`src/rtl/lin_interp_pkg.sv`:
```
package lin_interp_pkg;
  localparam int unsigned IN_W_DEF    = 12;
  localparam int unsigned UP_LOG2_DEF = 2;

  function automatic int unsigned up_factor(input int unsigned up_log2);
    return 32'd1 << up_log2;
  endfunction
endpackage

```
`src/rtl/interp_hist.sv`:
```
module interp_hist #(
  parameter int unsigned IN_W = 12
) (
  input  logic            clk_i,
  input  logic            rst_ni,
  input  logic            load_i,
  input  logic [IN_W-1:0] data_i,
  output logic [IN_W-1:0] prev_o,
  output logic            have_o
);
  always_ff @(posedge clk_i or negedge rst_ni) begin
    if (!rst_ni) begin
      prev_o <= '0;
      have_o <= 1'b0;
    end else if (load_i) begin
      prev_o <= data_i;
      have_o <= 1'b1;
    end
  end


  hist_sticky_chk: assert property (@(posedge clk_i) disable iff (!rst_ni)
    have_o |=> have_o);
endmodule

```
`src/rtl/interp_points.sv`:
```
module interp_points #(
  parameter int unsigned IN_W    = 12,
  parameter int unsigned UP_LOG2 = 2,
  localparam int unsigned UP     = 1 << UP_LOG2,
  localparam int unsigned OUT_W  = IN_W + UP_LOG2
) (
  input  logic [IN_W-1:0]           a_i,
  input  logic [IN_W-1:0]           b_i,
  output logic [UP-1:0][OUT_W-1:0]  pts_o
);
  logic [OUT_W-1:0] a_ext, b_ext;
  assign a_ext = {{UP_LOG2{1'b0}}, a_i};
  assign b_ext = {{UP_LOG2{1'b0}}, b_i};

  // point k = ((UP-k)*a + k*b), exact in OUT_W bits
  for (genvar k = 0; k < UP; k++) begin : g_pt
    localparam logic [OUT_W-1:0] WA = OUT_W'(UP - k);
    localparam logic [OUT_W-1:0] WB = OUT_W'(k);
    assign pts_o[k] = WA * a_ext + WB * b_ext;
  end
endmodule

```
`src/rtl/interp_seq.sv`:
```
module interp_seq #(
  parameter int unsigned OUT_W   = 14,
  parameter int unsigned UP_LOG2 = 2,
  localparam int unsigned UP     = 1 << UP_LOG2
) (
  input  logic                      clk_i,
  input  logic                      rst_ni,
  input  logic                      start_i,
  input  logic [UP-1:0][OUT_W-1:0]  pts_i,
  output logic [OUT_W-1:0]          data_o,
  output logic                      valid_o,
  output logic                      busy_o
);
  logic [UP_LOG2-1:0]          rem_q;
  logic [UP-2:0][OUT_W-1:0]    pend_q;

  always_ff @(posedge clk_i or negedge rst_ni) begin
    if (!rst_ni) begin
      rem_q   <= '0;
      pend_q  <= '0;
      data_o  <= '0;
      valid_o <= 1'b0;
    end else if (start_i) begin
      data_o  <= pts_i[0];
      valid_o <= 1'b1;
      rem_q   <= UP_LOG2'(UP - 1);
      for (int k = 0; k < UP - 1; k++) pend_q[k] <= pts_i[k+1];
    end else if (rem_q != '0) begin
      data_o  <= pend_q[0];
      valid_o <= 1'b1;
      rem_q   <= rem_q - 1'b1;
      for (int k = 0; k < UP - 2; k++) pend_q[k] <= pend_q[k+1];
    end else begin
      valid_o <= 1'b0;
    end
  end

  assign busy_o = (rem_q != '0);


  burst_start_chk: assert property (@(posedge clk_i) disable iff (!rst_ni)
    start_i |=> valid_o && data_o == $past(pts_i[0]));

  valid_cause_chk: assert property (@(posedge clk_i) disable iff (!rst_ni)
    $rose(valid_o) |-> $past(start_i));

  busy_valid_chk: assert property (@(posedge clk_i) disable iff (!rst_ni)
    busy_o |-> valid_o);
endmodule

```
`src/rtl/lin_interp_x4.sv`:
```
module lin_interp_x4
  import lin_interp_pkg::*;
#(
  parameter int unsigned IN_W     = IN_W_DEF,
  parameter int unsigned UP_LOG2  = UP_LOG2_DEF,
  localparam int unsigned UP      = 1 << UP_LOG2,
  localparam int unsigned OUT_W   = IN_W + UP_LOG2
) (
  input  logic             clk_i,
  input  logic             rst_ni,
  input  logic             smp_valid_i,
  input  logic [IN_W-1:0]  smp_data_i,
  output logic             up_valid_o,
  output logic [OUT_W-1:0] up_data_o,
  output logic             overrun_o
);
  logic [IN_W-1:0]          prev;
  logic                     have_prev, busy, accept, start;
  logic [UP-1:0][OUT_W-1:0] pts;

  assign accept = smp_valid_i && !busy;
  assign start  = accept && have_prev;

  interp_hist #(.IN_W(IN_W)) u_hist (
    .clk_i  (clk_i),
    .rst_ni (rst_ni),
    .load_i (accept),
    .data_i (smp_data_i),
    .prev_o (prev),
    .have_o (have_prev)
  );

  interp_points #(.IN_W(IN_W), .UP_LOG2(UP_LOG2)) u_pts (
    .a_i   (prev),
    .b_i   (smp_data_i),
    .pts_o (pts)
  );

  interp_seq #(.OUT_W(OUT_W), .UP_LOG2(UP_LOG2)) u_seq (
    .clk_i   (clk_i),
    .rst_ni  (rst_ni),
    .start_i (start),
    .pts_i   (pts),
    .data_o  (up_data_o),
    .valid_o (up_valid_o),
    .busy_o  (busy)
  );

  always_ff @(posedge clk_i or negedge rst_ni) begin
    if (!rst_ni) overrun_o <= 1'b0;
    else         overrun_o <= smp_valid_i && busy;
  end


  first_silent_chk: assert property (@(posedge clk_i) disable iff (!rst_ni)
    (accept && !have_prev) |=> !up_valid_o);

  pad_first_chk: assert property (@(posedge clk_i) disable iff (!rst_ni)
    start |=> up_data_o == {$past(prev), {UP_LOG2{1'b0}}});

  overrun_cause_chk: assert property (@(posedge clk_i) disable iff (!rst_ni)
    overrun_o |-> $past(smp_valid_i));

  drop_keeps_hist_chk: assert property (@(posedge clk_i) disable iff (!rst_ni)
    (smp_valid_i && busy) |=> $stable(prev) && overrun_o);
endmodule

```
`config.mk`:
```
export PLATFORM = sky130hd
export DESIGN_NAME = lin_interp_x4
export DESIGN_NICKNAME = d
export VERILOG_FILES = /design/src/rtl/lin_interp_pkg.sv /design/src/rtl/interp_hist.sv /design/src/rtl/interp_points.sv /design/src/rtl/interp_seq.sv /design/src/rtl/lin_interp_x4.sv
export SDC_FILE = /design/constraint.sdc
export NUM_CORES = 1
export LEC_CHECK = 0
export BUFFER_PORTS_ARGS = -buffer_cell sky130_fd_sc_hd__buf_4
export CORE_MARGIN = 2
export CORE_UTILIZATION = 55
export DETAILED_ROUTE_END_ITERATION = 10
export HOLD_SLACK_MARGIN = 0.02
export PLACE_DENSITY = 0.7
export SETUP_SLACK_MARGIN = 0.3
export SLEW_MARGIN = 20
export SYNTH_ARGS = -nofsm -noshare
export SYNTH_HDL_FRONTEND = slang
export SYNTH_SLANG_ARGS = --single-unit
```
`constraint.sdc`:
```
create_clock -name clk_i -period 3.7 [get_ports clk_i]
set_clock_uncertainty 0.1 [all_clocks]
set_input_delay 0.74 -clock clk_i [delete_from_list [all_inputs] [get_ports clk_i]]
set_output_delay 0.74 -clock clk_i [all_outputs]
set_load 0.01 [all_outputs]
```
==> metrics.md <==
| Metric | Value |
|---|---|
| Via Count | `3709` |
| Cell area after technology mapping | `0.00492 sq mm` |
| Number of buffer and inverter instances along the worst setup path | `2` |
| Root buf cell | `clkbuf_8` |
| Commonest non-fill, non-tap cell in the layout | `dfrtp_1` |
| Clock transition at the register clock pins on the worst setup and hold paths after CTS | `about 0.08 ns` |
| Run status | `finished, final reports clean` |
| Count of antenna-violating nets left after detailed routing | `0` |
| Post-synth top flop | `dfrtp_1` |
| Layout Nets | `564` |
| Hold Buf Count CTS | `0` |
| Share of post-route cells with drive strength above 1 | `15.2%` |
| Wire length after detailed routing | `11000 um` |
| Height of the chip | `98.6 um` |
| H-tree levels | `3` |
| Post-DR wirelength/cell | `between 15 and 20 um` |
| Vias in the first global route | `3741` |
| Max-capacitance violation count | `0` |
| Die area | `0.00973 sq mm` |
| Post-synthesis to final-layout area growth | `10.4%` |
| Count of mapped cells out of synthesis | `461` |
| Number of library cell types mapped by synthesis | `52` |
| CP startpoint | `smp_data_i[0]` |
| Yosys reg bits | `73` |
| Clock period minus final worst setup slack | `3.16 ns` |
| Sum of negative setup slack | `0 ns` |
| Mean cell area of the mapped netlist | `10.7 sq um` |
| Hold Startpoint | `u_seq.pend_q[32]` |
| Drt first pass iters | `4` |
| Core outline area | `0.00872 sq mm` |
| Initial standard-cell utilization of the core | `56.5%` |
| Fin crit share | `85.4%` |
| Maximum number of pins on one net before global-route repair | `74` |
| Critical R2R Launch | `u_hist.prev_o[1]` |
| Post CTS Setup Buffer Count | `0` |
| Yosys warning count | `0` |
| Count of standard-cell rows | `34` |
| WHS Path Cells | `2` |
| Number of enable flip-flop cells after synthesis | `0` |
| Cell type group with the largest total delay on the critical path | `adder cells` |
| Buffers on Ports | `30` |
| Filler cells | `736` |
| Detail Placement HPWL | `7850 um` |
| Synth area leaders | `dfrtp_1, fa_1, ha_1, a221o_1, o21ai_0` |
| Slew at the pin closest to its max-slew limit | `0.932 ns` |
| Maximum single-stage delay on the critical path | `between 0.5 and 0.6 ns` |
| Util after Layout | `62.4%` |
| Length in cells of the worst reg-to-reg path | `10` |
| Commonest non-fill, non-tap cells in the layout | `dfrtp_1, ha_1, nand2_1, buf_4, o21ai_0` |
| Most frequent cell on the critical path | `fa_1` |
| Type of the setup path with the least slack | `in2reg` |
| Crit start category | `primary input` |
| Final-report max-slew violation count | `0` |
| Critical path fanouts, max | `3` |
| Worst endpoint required time | `3.85 ns` |
| Total congestion overflow | `0` |
| Portion of the post-synthesis area used by sequential elements | `37.1%` |
| Number of violations reported at the end of detailed-routing iteration 0 | `146` |
| Critical path depth in cells | `11` |
| Boundary Pins | `31` |
| Vias/cell | `~6.2` |
| Number of clock sinks | `73` |
| Number of antenna violations at the first check in global routing | `0` |
| Total setup violations reported at the end of the flow | `0` |
| HP Class | `reg2reg` |
| Post-cts sizing count | `0` |
| Share of the synthesized area in the top cell type | `37.1%` |
| Async S/R FF share, synth | `between 90% and 100%` |
| Width of the die | `98.6 um` |
| CTS tree | `yes` |
| Synthesized net count | `around 540` |
| Setup repair after global routing missed its margin | `no` |
| Clock buffer count from CTS | `9` |
| Count of endpoints failing hold in the final timing report | `0` |
| Clock tree buffer depth | `2` |
| GRT Overall Usage | `24.6%` |
| Max_slew headroom | `between 30% and 40%` |
| Critical path endpoint category | `register` |
| Global-route wire length before repair | `approximately 19000 um` |
| Cell-by-cell trace of the critical path | `buf_4, fa_1, ha_1, inv_1, fa_1, nand2b_1, a21oi_1, o211ai_1, a31oi_1, nor3_1, o31ai_1` |
| Clock insertion delay at the later pin of the skew report | `about 0.35 ns` |
| Antenna fix cells | `0` |
| Cell type contributing the most total cell area after synthesis | `dfrtp_1` |
| CP Data Arrival Time | `around 3.3 ns` |
| Fmax | `0.316 GHz` |
| Slowest cell on crit path | `fa_1` |
| Routability congestion estimate from global placement | `0.915` |
| DRC violation count after routing | `0` |
==> stage by stage <==
stage	area [sq um]	hold WS, ns	setup WS (ns)	instances
after floorplan	4920	0.341	0.658	461
after CTS	5440	0.384	0.557	600
final	5440	0.390	0.539	600
after global routing	5440	0.413	0.420	600
after global placement	5220	0.362	0.307	584
after detailed placement	5220	0.363	0.195	584
==> area by class of cell <==
type | instances | area, sq um | share of cell area [%]
multi-input combinational | 348 | 2920 | 53.6
sequential | 73 | 1830 | 33.6
tap | 108 | 135 | 2.48
timing repair buffer | 36 | 270 | 4.97
inverter | 19 | 71.3 | 1.31
clock buffer | 9 | 124 | 2.28
clock inverter | 7 | 95.1 | 1.75
==> cell families (layout without fill, tap and decap cells) <==
group	count (synthesis)	in the layout	share of synthesized area, %
and+or+nand+nor	92	92	8.84
xor gates and xnor gates	27	27	4.80
buffers and inverters	40	71	3.79
muxes	21	21	4.60
DFF	73	73	37.1
AOI/OAI and AO/OA	146	146	21.3
adders and majority gates	62	62	19.6
==> per-layer routing <==
metal	track usage, %	vias to the layer above	wire, um
li1	-	1744	-
met1	36.0	1835	5210
met2	37.8	116	5080
met3	4.40	14	579
met4	7.06	0	163
met5	0	-	0
==> tightest hold or removal path, cell delays in order, from the launching register on <==
cell and delay [ns]:
dfrtp_1 0.35, nand2_1 0.04, o21ai_0 0.06
==> flip-flops by register name (all words and copies together) (netlist names) <==
signal	count
u_seq.valid_o	1
u_seq.pend_q	42
u_hist.prev_o	12
u_seq.data_o	14
u_hist.have_o	1
u_seq.rem_q	2
overrun_o	1
==> path summary, 6_finish.rpt <==
check / endpoint / slack [ns]
min: u_seq.pend_q[32] / 0.39
max in group asynchronous: u_seq.pend_q[11] / 2.48
max: u_seq.pend_q[39] / 0.54
max reg2reg: u_seq.pend_q[39] / 0.61
min reg2reg: u_seq.pend_q[32] / 0.39
min in group asynchronous: u_seq.pend_q[28] / 0.43
==> synthesized netlist by cell type, types with 2 or more instances <==
master,count
fa_1,25
ha_1,37
nand2_1,36
nor3_1,2
o21bai_1,6
clkbuf_1,13
mux2_2,13
o31a_1,2
o31ai_1,3
nand4_1,3
nor2_1,16
mux2i_1,8
o221ai_1,6
and3_1,16
o211ai_1,4
a21oi_1,24
nor2b_1,4
o21a_1,4
xnor2_1,14
a211oi_1,6
a221o_1,18
o22ai_1,2
xor2_1,13
a21o_1,16
o2bb2ai_1,2
inv_1,18
a22oi_1,4
nand2b_1,7
buf_6,4
dfrtp_1,73
o21ai_0,32
a31oi_1,2
buf_2,2
a2111oi_0,2
nand3_1,6
a211oi_2,2
Power is left out: the tool's default activity adds up to more than one toggle a clock period on the data nets, which glitch-free logic cannot reach.
